<file path="src/rtl/lpc_sync_pkg.sv">
package lpc_sync_pkg;

  typedef enum logic [1:0] {
    CYC_IO  = 2'b00,
    CYC_MEM = 2'b01,
    CYC_DMA = 2'b10,
    CYC_RSV = 2'b11
  } cyc_e;

  typedef enum logic [2:0] {
    SK_READY,
    SK_SHORT,
    SK_LONG,
    SK_ERR,
    SK_NONE,
    SK_BAD
  } sync_kind_e;

  typedef enum logic [3:0] {
    ST_IDLE,
    ST_START,
    ST_CTDIR,
    ST_ADDR,
    ST_WDATA,
    ST_TARH,
    ST_SYNC,
    ST_RDATA,
    ST_TARP
  } phase_e;

  localparam logic [3:0] NIB_START = 4'h0;
  localparam logic [3:0] NIB_READY = 4'h0;
  localparam logic [3:0] NIB_SHORT = 4'h5;
  localparam logic [3:0] NIB_LONG  = 4'h6;
  localparam logic [3:0] NIB_ERR   = 4'hA;
  localparam logic [3:0] NIB_FLOAT = 4'hF;

endpackage

</file>
<file path="src/rtl/lpc_sync_classify.sv">
module lpc_sync_classify
  import lpc_sync_pkg::*;
(
  input  logic [3:0]  nib_i,
  output sync_kind_e  kind_o
);

  always_comb begin
    unique case (nib_i)
      NIB_READY: kind_o = SK_READY;
      NIB_SHORT: kind_o = SK_SHORT;
      NIB_LONG:  kind_o = SK_LONG;
      NIB_ERR:   kind_o = SK_ERR;
      NIB_FLOAT: kind_o = SK_NONE;
      default:   kind_o = SK_BAD;
    endcase
  end

endmodule

</file>
<file path="src/rtl/lpc_sync_timer.sv">
module lpc_sync_timer #(
  parameter int LIMIT = 4
) (
  input  logic clk_i,
  input  logic rst_ni,
  input  logic clear_i,
  input  logic tick_i,
  output logic expire_o
);

  localparam int CW = $clog2(LIMIT + 1);

  logic [CW-1:0] cnt_q;

  assign expire_o = tick_i && (cnt_q == CW'(LIMIT - 1));

  always_ff @(posedge clk_i or negedge rst_ni) begin
    if (!rst_ni)       cnt_q <= '0;
    else if (clear_i)  cnt_q <= '0;
    else if (tick_i)   cnt_q <= expire_o ? '0 : cnt_q + 1'b1;
  end

  AST_TMR_BOUND: assert property (@(posedge clk_i) disable iff (!rst_ni)
    cnt_q < CW'(LIMIT));

  AST_TMR_CLEAR: assert property (@(posedge clk_i) disable iff (!rst_ni)
    clear_i |=> cnt_q == '0);

endmodule

</file>
<file path="src/rtl/lpc_cycle_seq.sv">
module lpc_cycle_seq
  import lpc_sync_pkg::*;
#(
  parameter int ADDR_W    = 32,
  parameter int MAX_BYTES = 4,
  parameter int CNT_W     = $clog2(MAX_BYTES + 1)
) (
  input  logic                   clk_i,
  input  logic                   rst_ni,
  input  logic                   req_valid_i,
  input  logic [1:0]             req_type_i,
  input  logic                   req_write_i,
  input  logic [ADDR_W-1:0]      req_addr_i,
  input  logic [8*MAX_BYTES-1:0] req_wdata_i,
  input  logic [CNT_W-1:0]       req_nbytes_i,
  input  logic [3:0]             lad_i,
  input  sync_kind_e             kind_i,
  input  logic                   expire_i,
  output logic                   in_sync_o,
  output logic                   busy_o,
  output logic                   lframe_n_o,
  output logic [3:0]             lad_o,
  output logic                   lad_oe_o,
  output logic                   done_o,
  output logic                   abort_o,
  output logic                   error_o,
  output logic [8*MAX_BYTES-1:0] rdata_o,
  output logic [CNT_W-1:0]       xfer_cnt_o
);

  localparam int MEM_NIBS = ADDR_W / 4;
  localparam int IO_NIBS  = (MEM_NIBS < 4) ? MEM_NIBS : 4;
  localparam int AN_W     = $clog2(MEM_NIBS + 1);

  phase_e                 state_q;
  cyc_e                   type_q;
  logic                   wr_q;
  logic                   err_q;
  logic [ADDR_W-1:0]      addr_q;
  logic [8*MAX_BYTES-1:0] wdata_q;
  logic [8*MAX_BYTES-1:0] rdata_q;
  logic [CNT_W-1:0]       nbytes_q;
  logic [CNT_W-1:0]       byte_q;
  logic [CNT_W-1:0]       cnt_q;
  logic [AN_W-1:0]        naddr_q;
  logic [AN_W-1:0]        sub_q;
  logic                   done_q, abort_q, error_q;
  logic                   last_byte;

  assign last_byte  = (CNT_W'(byte_q + 1'b1) == nbytes_q);
  assign in_sync_o  = (state_q == ST_SYNC);
  assign busy_o     = (state_q != ST_IDLE);
  assign done_o     = done_q;
  assign abort_o    = abort_q;
  assign error_o    = error_q;
  assign rdata_o    = rdata_q;
  assign xfer_cnt_o = cnt_q;

  // host-driven nibble per phase
  always_comb begin
    lframe_n_o = 1'b1;
    lad_oe_o   = 1'b0;
    lad_o      = NIB_FLOAT;
    unique case (state_q)
      ST_START: begin
        lframe_n_o = 1'b0;
        lad_oe_o   = 1'b1;
        lad_o      = NIB_START;
      end
      ST_CTDIR: begin
        lad_oe_o = 1'b1;
        lad_o    = {type_q, wr_q, 1'b0};
      end
      ST_ADDR: begin
        lad_oe_o = 1'b1;
        lad_o    = addr_q[(int'(naddr_q) - 1 - int'(sub_q))*4 +: 4];
      end
      ST_WDATA: begin
        lad_oe_o = 1'b1;
        lad_o    = wdata_q[int'(byte_q)*8 + int'(sub_q[0])*4 +: 4];
      end
      ST_TARH: begin
        lad_oe_o = !sub_q[0];
        lad_o    = NIB_FLOAT;
      end
      default: ;
    endcase
  end

  always_ff @(posedge clk_i or negedge rst_ni) begin
    if (!rst_ni) begin
      state_q  <= ST_IDLE;
      type_q   <= CYC_IO;
      wr_q     <= 1'b0;
      err_q    <= 1'b0;
      addr_q   <= '0;
      wdata_q  <= '0;
      rdata_q  <= '0;
      nbytes_q <= '0;
      byte_q   <= '0;
      cnt_q    <= '0;
      naddr_q  <= '0;
      sub_q    <= '0;
      done_q   <= 1'b0;
      abort_q  <= 1'b0;
      error_q  <= 1'b0;
    end else begin
      done_q  <= 1'b0;
      abort_q <= 1'b0;
      error_q <= 1'b0;
      unique case (state_q)
        ST_IDLE: begin
          if (req_valid_i) begin
            state_q <= ST_START;
            type_q  <= cyc_e'(req_type_i);
            wr_q    <= req_write_i;
            addr_q  <= req_addr_i;
            wdata_q <= req_wdata_i;
            rdata_q <= '0;
            err_q   <= 1'b0;
            byte_q  <= '0;
            cnt_q   <= '0;
            sub_q   <= '0;
            unique case (cyc_e'(req_type_i))
              CYC_IO:  naddr_q <= AN_W'(IO_NIBS);
              CYC_DMA: naddr_q <= AN_W'(1);
              default: naddr_q <= AN_W'(MEM_NIBS);
            endcase
            if (cyc_e'(req_type_i) == CYC_IO || req_nbytes_i == '0)
              nbytes_q <= CNT_W'(1);
            else if (req_nbytes_i > CNT_W'(MAX_BYTES))
              nbytes_q <= CNT_W'(MAX_BYTES);
            else
              nbytes_q <= req_nbytes_i;
          end
        end
        ST_START: state_q <= ST_CTDIR;
        ST_CTDIR: begin
          state_q <= ST_ADDR;
          sub_q   <= '0;
        end
        ST_ADDR: begin
          if (sub_q == naddr_q - 1'b1) begin
            state_q <= wr_q ? ST_WDATA : ST_TARH;
            sub_q   <= '0;
          end else begin
            sub_q <= sub_q + 1'b1;
          end
        end
        ST_WDATA: begin
          if (sub_q[0]) begin
            state_q <= ST_TARH;
            sub_q   <= '0;
          end else begin
            sub_q <= sub_q + 1'b1;
          end
        end
        ST_TARH: begin
          if (sub_q[0]) begin
            state_q <= ST_SYNC;
            sub_q   <= '0;
          end else begin
            sub_q <= sub_q + 1'b1;
          end
        end
        ST_SYNC: begin
          sub_q <= '0;
          unique case (kind_i)
            SK_READY: begin
              if (!wr_q) begin
                state_q <= ST_RDATA;
              end else begin
                cnt_q <= cnt_q + 1'b1;
                if (last_byte) begin
                  state_q <= ST_TARP;
                end else begin
                  byte_q  <= byte_q + 1'b1;
                  state_q <= ST_WDATA;
                end
              end
            end
            SK_ERR: begin
              err_q   <= 1'b1;
              state_q <= wr_q ? ST_TARP : ST_RDATA;
            end
            SK_SHORT, SK_LONG: state_q <= ST_SYNC;
            SK_NONE: begin
              if (expire_i) begin
                abort_q <= 1'b1;
                state_q <= ST_IDLE;
              end
            end
            default: begin
              abort_q <= 1'b1;
              state_q <= ST_IDLE;
            end
          endcase
        end
        ST_RDATA: begin
          if (!sub_q[0]) begin
            rdata_q[int'(byte_q)*8 +: 4] <= lad_i;
            sub_q <= sub_q + 1'b1;
          end else begin
            rdata_q[int'(byte_q)*8 + 4 +: 4] <= lad_i;
            sub_q <= '0;
            if (err_q) begin
              state_q <= ST_TARP;
            end else begin
              cnt_q <= cnt_q + 1'b1;
              if (last_byte) begin
                state_q <= ST_TARP;
              end else begin
                byte_q  <= byte_q + 1'b1;
                state_q <= ST_SYNC;
              end
            end
          end
        end
        ST_TARP: begin
          if (sub_q[0]) begin
            state_q <= ST_IDLE;
            sub_q   <= '0;
            done_q  <= !err_q;
            error_q <= err_q;
          end else begin
            sub_q <= sub_q + 1'b1;
          end
        end
        default: state_q <= ST_IDLE;
      endcase
    end
  end

  AST_FRAME_ONE_CLK: assert property (@(posedge clk_i) disable iff (!rst_ni)
    !lframe_n_o |=> lframe_n_o);

  AST_WAIT_HOLDS: assert property (@(posedge clk_i) disable iff (!rst_ni)
    (in_sync_o && (kind_i == SK_SHORT || kind_i == SK_LONG))
      |=> busy_o && !abort_o && !error_o && !done_o);

  AST_BAD_ABORTS: assert property (@(posedge clk_i) disable iff (!rst_ni)
    (in_sync_o && kind_i == SK_BAD) |=> abort_o);

  AST_ERR_READ_DATA: assert property (@(posedge clk_i) disable iff (!rst_ni)
    (in_sync_o && kind_i == SK_ERR && !wr_q) |=> state_q == ST_RDATA);

  AST_STATUS_EXCL: assert property (@(posedge clk_i) disable iff (!rst_ni)
    $onehot0({done_o, abort_o, error_o}));

  AST_STATUS_IDLE: assert property (@(posedge clk_i) disable iff (!rst_ni)
    (done_o || abort_o || error_o) |-> !busy_o);

  AST_CNT_BOUND: assert property (@(posedge clk_i) disable iff (!rst_ni)
    cnt_q <= nbytes_q || !busy_o);

endmodule

</file>
<file path="src/rtl/lpc_sync_host.sv">
module lpc_sync_host
  import lpc_sync_pkg::*;
#(
  parameter int ADDR_W       = 32,
  parameter int MAX_BYTES    = 4,
  parameter int TIMEOUT_CLKS = 4,
  localparam int CNT_W       = $clog2(MAX_BYTES + 1)
) (
  input  logic                   clk_i,
  input  logic                   rst_ni,
  input  logic                   req_valid_i,
  input  logic [1:0]             req_type_i,
  input  logic                   req_write_i,
  input  logic [ADDR_W-1:0]      req_addr_i,
  input  logic [8*MAX_BYTES-1:0] req_wdata_i,
  input  logic [CNT_W-1:0]       req_nbytes_i,
  output logic                   busy_o,
  output logic                   lframe_n_o,
  output logic [3:0]             lad_o,
  output logic                   lad_oe_o,
  input  logic [3:0]             lad_i,
  output logic                   done_o,
  output logic                   abort_o,
  output logic                   error_o,
  output logic [8*MAX_BYTES-1:0] rdata_o,
  output logic [CNT_W-1:0]       xfer_cnt_o
);

  sync_kind_e kind;
  logic       in_sync;
  logic       expire;
  logic       tmr_tick, tmr_clear;

  assign tmr_tick  = in_sync && (kind == SK_NONE);
  assign tmr_clear = !in_sync || (kind != SK_NONE);

  lpc_sync_classify u_classify (
    .nib_i  (lad_i),
    .kind_o (kind)
  );

  lpc_sync_timer #(
    .LIMIT (TIMEOUT_CLKS)
  ) u_timer (
    .clk_i    (clk_i),
    .rst_ni   (rst_ni),
    .clear_i  (tmr_clear),
    .tick_i   (tmr_tick),
    .expire_o (expire)
  );

  lpc_cycle_seq #(
    .ADDR_W    (ADDR_W),
    .MAX_BYTES (MAX_BYTES),
    .CNT_W     (CNT_W)
  ) u_seq (
    .clk_i        (clk_i),
    .rst_ni       (rst_ni),
    .req_valid_i  (req_valid_i),
    .req_type_i   (req_type_i),
    .req_write_i  (req_write_i),
    .req_addr_i   (req_addr_i),
    .req_wdata_i  (req_wdata_i),
    .req_nbytes_i (req_nbytes_i),
    .lad_i        (lad_i),
    .kind_i       (kind),
    .expire_i     (expire),
    .in_sync_o    (in_sync),
    .busy_o       (busy_o),
    .lframe_n_o   (lframe_n_o),
    .lad_o        (lad_o),
    .lad_oe_o     (lad_oe_o),
    .done_o       (done_o),
    .abort_o      (abort_o),
    .error_o      (error_o),
    .rdata_o      (rdata_o),
    .xfer_cnt_o   (xfer_cnt_o)
  );

  AST_NO_IDLE_FRAME: assert property (@(posedge clk_i) disable iff (!rst_ni)
    (!busy_o && !req_valid_i) |=> lframe_n_o);

endmodule

</file>
<file path="config.mk">
export PLATFORM = sky130hd
export DESIGN_NAME = lpc_sync_host
export DESIGN_NICKNAME = d
export VERILOG_FILES = /design/src/rtl/lpc_sync_pkg.sv /design/src/rtl/lpc_sync_classify.sv /design/src/rtl/lpc_sync_timer.sv /design/src/rtl/lpc_cycle_seq.sv /design/src/rtl/lpc_sync_host.sv
export SDC_FILE = /design/constraint.sdc
export NUM_CORES = 1
export LEC_CHECK = 0
export CORE_MARGIN = 1
export CORE_UTILIZATION = 35
export DETAILED_ROUTE_END_ITERATION = 6
export PLACE_DENSITY = 0.58
export SYNTH_ARGS = -nofsm -noshare
export SYNTH_HDL_FRONTEND = slang
export SYNTH_SLANG_ARGS = --single-unit
</file>
<file path="constraint.sdc">
create_clock -name clk_i -period 3.77 [get_ports clk_i]
set_input_delay 0.377 -clock clk_i [delete_from_list [all_inputs] [get_ports clk_i]]
set_output_delay 0.377 -clock clk_i [all_outputs]
set_load 0.005 [all_outputs]
</file>
* Word level (Yosys, flattened, before mapping)
Index checks and enable logic that the tools add are counted.
** Storage, ports and cells
- Bits in registers :: 127
- Input bits :: 77
- Output and inout bits :: 45
- Logic and storage cells :: 151
** Operators by class
- Add/sub/neg operators :: 11
- Magnitude comparators :: 1
- Equality and inequality tests :: 32
- Shift-type cells :: 6
- Mux-type cells :: 56
- Reductions and logical operators :: 29
** Operators by type and width (count)
- variable shift 4 x 33 -> 32 bit, first input constant :: 2
- indexed part select 4 x 33 -> 32 bit :: 2
- bitwise mux 32 bit :: 2
- two-way mux 32 bit :: 2
- one-hot mux 32 bit (2 select lines) :: 1
- indexed part select 32 x 32 -> 4 bit :: 2
- two-way mux 4 bit :: 15
- one-hot mux 4 bit (4 select lines) :: 3
- two-way mux 3 bit :: 15
- one-hot mux 4 bit (9 select lines) :: 1
- negation 32 -> 33 bit :: 1
- negation 6 -> 33 bit :: 1
- subtractor 30 x 5 -> 30 bit :: 1
- equality test 4 x 3 -> 1 bit, second input constant :: 6
- one-hot mux 3 bit (3 select lines) :: 2
- inequality test 2 x 1 -> 1 bit, second input constant :: 8
- one-hot mux 3 bit (5 select lines) :: 1
- equality test 4 bit, second input constant :: 3
- OR reduction 4 bit :: 3
- two-way mux 1 bit :: 10
- adder 3 x 1 -> 3 bit, second input constant :: 3
- equality test 3 x 2 -> 1 bit, second input constant :: 3
- equality test 4 x 2 -> 1 bit, second input constant :: 2
- logical NOT 4 bit :: 2
- other kinds (30) :: 44

* Logic depth before layout (Yosys ltp)
- Depth after elaboration :: 8
- Mapped depth :: 9
- Gate-level depth less buffers :: 9

* Cells and area by module
A second synthesis with hierarchy kept.
** Unflattened totals
- Cell total of the unflattened synthesis :: 688
- Area, all modules :: 6352.3 µm²
** Modules (own cells, without submodules)
- lpc_cycle_seq :: times used 1, cells each 664, area an instance 6127.1 µm²
- lpc_sync_timer :: times used 1, cells each 14, area an instance 145.1 µm²
- lpc_sync_classify :: times used 1, cells each 8, area an instance 56.3 µm²
- lpc_sync_host :: times used 1, cells each 2, area an instance 23.8 µm²

* Least setup slack after synthesis
No wires, ideal clock.
- Path type :: reg2reg
- Start :: reg u_seq.byte_q[0]
- End :: reg u_seq.state_q[2]
- Library setup time :: 92 ps
- Arrival :: 2286 ps
- Data required time :: 3678 ps
- Slack :: 1392 ps
- Stages on the path, launching flop included :: 9
- Buffers on the path :: 1
- Clock period less this slack :: 2378 ps
- Path through :: dfrtp_1 -> buf_1 -> inv_1 -> ha_1 -> xnor2_1 -> a31oi_1 -> a21oi_1 -> o32a_1 -> o31ai_2
** On the way
- Longest elaborated chain between the ends :: 6
- Elaborated cells on any way between the ends :: 9
- Classes of those cells :: 1 x add/sub; 1 x eq/ne; 7 x mux
** Ends and longest elaborated chain
- from (decl) :: line lpc_cycle_seq.sv:43 : logic [CNT_W-1:0] byte_q;
- from (signal assigned) :: line lpc_cycle_seq.sv:177 : byte_q <= byte_q + 1'b1;
- from (signal assigned) :: line lpc_cycle_seq.sv:213 : byte_q <= byte_q + 1'b1;
- adder 3 x 1 -> 3 bit * :: line lpc_cycle_seq.sv:50 : assign last_byte = (CNT_W'(byte_q + 1'b1) == nbytes_q);
- equality test 3 bit * :: line lpc_cycle_seq.sv:50
- two-way mux 4 bit, on equally long branches :: line lpc_cycle_seq.sv:174, lpc_cycle_seq.sv:210
- two-way mux 4 bit, on equally long branches :: line lpc_cycle_seq.sv:170, lpc_cycle_seq.sv:206
- one-hot mux 4 bit (4 select lines) / two-way mux 4 bit (equally long branches) :: line lpc_cycle_seq.sv:168, lpc_cycle_seq.sv:200
- one-hot mux 4 bit (9 select lines) * :: line lpc_cycle_seq.sv:111 : unique case (state_q)
- to (signal assigned) :: line lpc_cycle_seq.sv:144 : state_q <= wr_q ? ST_WDATA : ST_TARH;
- to (signal assigned) :: line lpc_cycle_seq.sv:184 : state_q <= wr_q ? ST_TARP : ST_RDATA;
- to (decl) :: line lpc_cycle_seq.sv:35 : phase_e state_q;
Mark *: on every way between the ends. The rest lies on a longest branch, timed or not. The select of a mux whose other input is x is not followed.
A chain may end at the register's enable or synchronous reset.

* Worst setup path after layout
- Start :: reg u_seq.naddr_q[0]
- End :: out lad_o[2]
** On the way
- Longest elaborated chain between the ends :: 4
** Ends and longest elaborated chain
- from (decl) :: line lpc_cycle_seq.sv:45 : logic [AN_W-1:0] naddr_q;
- from (signal assigned) :: line lpc_cycle_seq.sv:125 : CYC_IO: naddr_q <= AN_W'(IO_NIBS);
- from (signal assigned) :: line lpc_cycle_seq.sv:127 : default: naddr_q <= AN_W'(MEM_NIBS);
- subtractor 4 x 1 -> 5 bit :: line lpc_cycle_seq.sv:76 : lad_o = addr_q[(int'(naddr_q) - 1 - int'(sub_q))*4 +: 4];
- subtractor 30 x 5 -> 30 bit :: line lpc_cycle_seq.sv:76
- indexed part select 32 x 32 -> 4 bit :: line lpc_cycle_seq.sv:76
- one-hot mux 4 bit (4 select lines) :: line lpc_cycle_seq.sv:64 : unique case (state_q)
- to (decl) :: line lpc_sync_host.sv:19 : output logic [3:0] lad_o,
No other way between the ends.

==> impl_summary.log <==
INFO  metric final_setup_violating_endpoints = 0
INFO  metric synth-adder-area-share = 3.27%
INFO  metric cts_root_buf = sky130_fd_sc_hd__clkbuf_16
INFO  metric detailed_place_hpwl = 12000 um
INFO  metric clock_tree_from_tritoncts = done
INFO  metric post-route-min-period = 3.52 ns
INFO  metric clock_insertion_delay_worst_skew = 0.42 ns
INFO  metric max_slew_margin = between 40% and 50%
INFO  metric setup.worst_path.class = register to primary output
INFO  metric combinationalPowerShare = between 40 and 50%
INFO  metric clock_path_buffers = 2
INFO  metric nNetsFinal = 885
INFO  metric power.switching = 2470 uW
INFO  metric grt_first_pass_wirelength = approximately 27000 um
INFO  metric drive_gt1_share = under 10%
INFO  metric globalplace.congestion = 0.824
INFO  metric grt_antenna_before_repair = 1
INFO  metric report.final.slew_viol_count = 0
INFO  metric power_frac_clock = 23.7%
INFO  metric synth_top_family_by_area = simple AND/OR/NAND/NOR gates
INFO  metric final_cell_count_no_fill = 1029
INFO  metric cp-start-kind = register
INFO  metric fin_worst_skew = 0.00761 ns
INFO  metric p_int = 4030 uW
INFO  metric p_per_area = 782 mW/mm^2
INFO  metric endpoint_kind = primary output
INFO  metric timing.rr.end = u_seq.rdata_o[17]$_DFFE_PN0P_
INFO  metric ioPinCount = ~120
INFO  metric pin_count_of_the_biggest_net_entering_global_routing = 88
INFO  metric cts_htree_levels = 4
INFO  metric cp.required = approximately 3.4 ns
INFO  metric ys.warnings.count = 0
INFO  metric postCtsSetupRepairBufs = 0
INFO  metric synth.yosys.seq_area_share = 49.7%
INFO  metric drt_drc_violations_left = 0
INFO  metric initial_core_util = 36.3%
INFO  metric period_share = between 90% and 100%
INFO  metric syn_area = about 0.0063 sq mm
INFO  metric regToRegStartpoint = u_seq.byte_q[0]$_DFFE_PN0P_
INFO  metric clk_pin_slew = 0.06 ns
INFO  metric worstRegToRegCells = 8
INFO  metric dpl.cell_count = 998
INFO  metric drt.antenna.violating_nets = 0
INFO  metric proportion_of_synthesized_area_in_mux_cells = 8.02%
INFO  metric totalNegativeSetupSlack = 0 ns
INFO  metric synthCells = 681
INFO  metric synth.avg_cell_area = 9.32 sq um
INFO  metric number_of_synthesized_flops_with_an_enable_pin = 0
INFO  metric worst_slew_pin_slew = between 0.8 and 0.9 ns
INFO  metric yosys_register_bits = 126
INFO  metric postCtsHoldBufs = 0
INFO  metric synth-compound-area-share = 9.89%
INFO  metric result_of_the_run = completed
INFO  metric routed_wl = 16200 um
INFO  metric grt-ovfl-total = 0
INFO  metric number_of_global_route_vias_before_repair = 5213
INFO  metric synth_xor_area_share = 0.966%
INFO  metric most_common_cell_after_layout_fill_and_taps_aside = sky130_fd_sc_hd__nand2_1
INFO  metric core_area = ~0.017 sq mm
INFO  metric p_leak = ~0.0038 uW
INFO  metric buffers_on_ports = 121
INFO  metric ir_worst_vdd = 0.414 mV
INFO  metric first_iter_violations = 265
INFO  metric cp_max_fo = 4
INFO  metric async_flop_share = 100%
INFO  metric layout.cells.most_common_list = sky130_fd_sc_hd__nand2_1 (256), sky130_fd_sc_hd__dfrtp_1 (126), sky130_fd_sc_hd__clkdlybuf4s50_1 (120)
INFO  metric tritoncts.num_buffers = 17
INFO  metric seq_power_share = 34.0%
INFO  metric layout-area-overhead-vs-synth = 30.9%
INFO  metric maxcap_viol_count = 0
INFO  metric synth.lib_cells_used.distinct = 72
INFO  metric crit_arrival = 3.14 ns
INFO  metric detailroute.via_count = between 5000 and 6000
INFO  metric grt_setup_unrepaired = no
INFO  metric postCtsResizedCells = 0
INFO  metric fp.dieArea = around 0.019 sq mm
INFO  metric wire_per_inst = 15.8 um
INFO  metric post_synth_and_or_nand_nor_area_fraction = between 20 and 25%
INFO  metric floorplan.rows = 48
INFO  metric antennaDiodeCount = 0
INFO  metric power.switching_fraction = 38.0%
INFO  metric drt_pass1_iterations = 4
INFO  metric die_w = 137 um
INFO  metric finalHoldViolations = 0
INFO  metric holdCritPathClass = input pin to asynchronous set/reset pin
INFO  metric synth_fp_nets = 774
INFO  metric grt.total_usage = 18.7%
INFO  metric achievable-frequency = 284 MHz
INFO  metric viasPerCell = 5.09
INFO  metric r2r_setup_slack = 1.08 ns
INFO  metric clock_sinks = 126
INFO  metric ys_dominant_reg_cell = sky130_fd_sc_hd__dfrtp_1
INFO  metric die_h = 137 um
-- layout make-up --
| cell class | count | area, sq um |
|---|---|---|
| clock buffer | 18 | 439 |
| multi-input combinational | 494 | 2940 |
| tap | 225 | 282 |
| timing repair buffer | 130 | 1290 |
| fill | 1631 | 9170 |
| clock inverter | 13 | 116 |
| sequential | 126 | 3150 |
| inverter | 23 | 86.3 |
-- cell usage after synthesis, types with 4 or more instances --
cell | instances | area [sq um]
sky130_fd_sc_hd__nand2_1 | 256 | 961
sky130_fd_sc_hd__dfrtp_1 | 126 | 3150
sky130_fd_sc_hd__nand3_1 | 29 | 145
sky130_fd_sc_hd__o21ai_0 | 28 | 140
sky130_fd_sc_hd__inv_1 | 23 | 86.3
sky130_fd_sc_hd__nor2_1 | 18 | 67.6
sky130_fd_sc_hd__buf_2 | 17 | 85.1
sky130_fd_sc_hd__clkbuf_1 | 16 | 60.1
sky130_fd_sc_hd__mux4_2 | 16 | 360
sky130_fd_sc_hd__ha_1 | 15 | 188
sky130_fd_sc_hd__a21oi_1 | 11 | 55.1
sky130_fd_sc_hd__mux2i_1 | 10 | 100
sky130_fd_sc_hd__nor2b_1 | 7 | 43.8
sky130_fd_sc_hd__o21ai_1 | 7 | 35.0
sky130_fd_sc_hd__a31oi_1 | 5 | 31.3
sky130_fd_sc_hd__nand2b_1 | 5 | 31.3
sky130_fd_sc_hd__nor3_1 | 5 | 25.0
sky130_fd_sc_hd__o31ai_1 | 5 | 37.5
sky130_fd_sc_hd__o41ai_1 | 5 | 43.8
sky130_fd_sc_hd__xor2_1 | 5 | 43.8
sky130_fd_sc_hd__a32o_1 | 4 | 40.0
sky130_fd_sc_hd__and3_1 | 4 | 25.0
-- flip-flops by register name (all words and copies together) (netlist names) --
signal	flops
u_seq.addr_q	32
u_seq.xfer_cnt_o	3
u_seq.type_q	2
u_seq.rdata_o	32
u_seq.nbytes_q	3
u_seq.err_q	1
u_seq.abort_o	1
u_seq.state_q	4
u_seq.byte_q	3
u_seq.done_o	1
u_seq.error_o	1
u_seq.sub_q	4
u_seq.naddr_q	3
u_seq.wdata_q	32
u_seq.wr_q	1
u_timer.cnt_q	3
-- metal layers --
layer / wire length [um] / global-route usage (%) / up-vias
li1: - / - / 2541
met3: 784 / 4.15 / 18
met5: 13 / 0 / -
met1: 7440 / 24.0 / 2543
met4: 245 / 6.23 / 2
met2: 7750 / 31.2 / 131
-- worst max-delay path, cell delays in order, from the launching register on --
cell and delay [ns]:
sky130_fd_sc_hd__dfrtp_1 0.40, sky130_fd_sc_hd__inv_1 0.10, sky130_fd_sc_hd__ha_1 0.28, sky130_fd_sc_hd__inv_1 0.04
sky130_fd_sc_hd__ha_1 0.32, sky130_fd_sc_hd__nor2b_1 0.15, sky130_fd_sc_hd__o21ai_0 0.19, sky130_fd_sc_hd__and4_1 0.23
sky130_fd_sc_hd__o22ai_1 0.12, sky130_fd_sc_hd__o2111ai_1 0.32, sky130_fd_sc_hd__clkdlybuf4s50_1 0.56
-- worst max-delay path by stage --
stage	start	to	slack (ns)	depth (start not counted)
3_3_place_gp	u_seq.naddr_q[0]$_DFFE_PN0P_	lad_o[3]	0.81	10
6_report	u_seq.naddr_q[0]$_DFFE_PN0P_	lad_o[2]	0.25	10
4_1_cts	u_seq.naddr_q[0]$_DFFE_PN0P_	lad_o[2]	0.26	10
5_1_grt	u_seq.naddr_q[0]$_DFFE_PN0P_	lad_o[2]	0.1	10
3_5_place_dp	u_seq.naddr_q[0]$_DFFE_PN0P_	lad_o[2]	0.72	10
2_1_floorplan	u_seq.byte_q[0]$_DFFE_PN0P_	u_seq.state_q[2]$_DFFE_PN0P_	1.39	8
-- through the flow --
step	setup WS [ns]	total power [uW]	hold WS, ns	util, %	area [sq um]
after floorplan	1.39	4060	0.0814	-	6350
after global placement	0.813	4920	0.423	44.4	7750
after detailed placement	0.721	5000	0.432	44.4	7750
after CTS	0.257	6560	0.0887	47.5	8310
after global routing	0.0972	6960	0.137	47.5	8310
final	0.255	6500	0.0473	47.5	8310
-- logic make-up (layout without fill, tap and decap cells) --
family	Yosys count	count (layout)
adder cells (fa/ha/maj)	16	16
multiplexers	30	30
AND/OR/NAND/NOR	349	349
XOR/XNOR	7	7
flip-flops	126	126
AO/OA/AOI/OAI	92	92
buffers and inverters	61	184
-- power by group through the flow --
stage / clock (uW) / sequential [uW] / combinational, uW
finish: 1540 / 2210 / 2750
detailed placement: 0 / 2240 / 2770
CTS: 1560 / 2210 / 2780
global route: 1630 / 2270 / 3060
floorplan: 0 / 2050 / 2010
global placement: 0 / 2230 / 2690
(Power assumes the default switching activity.)
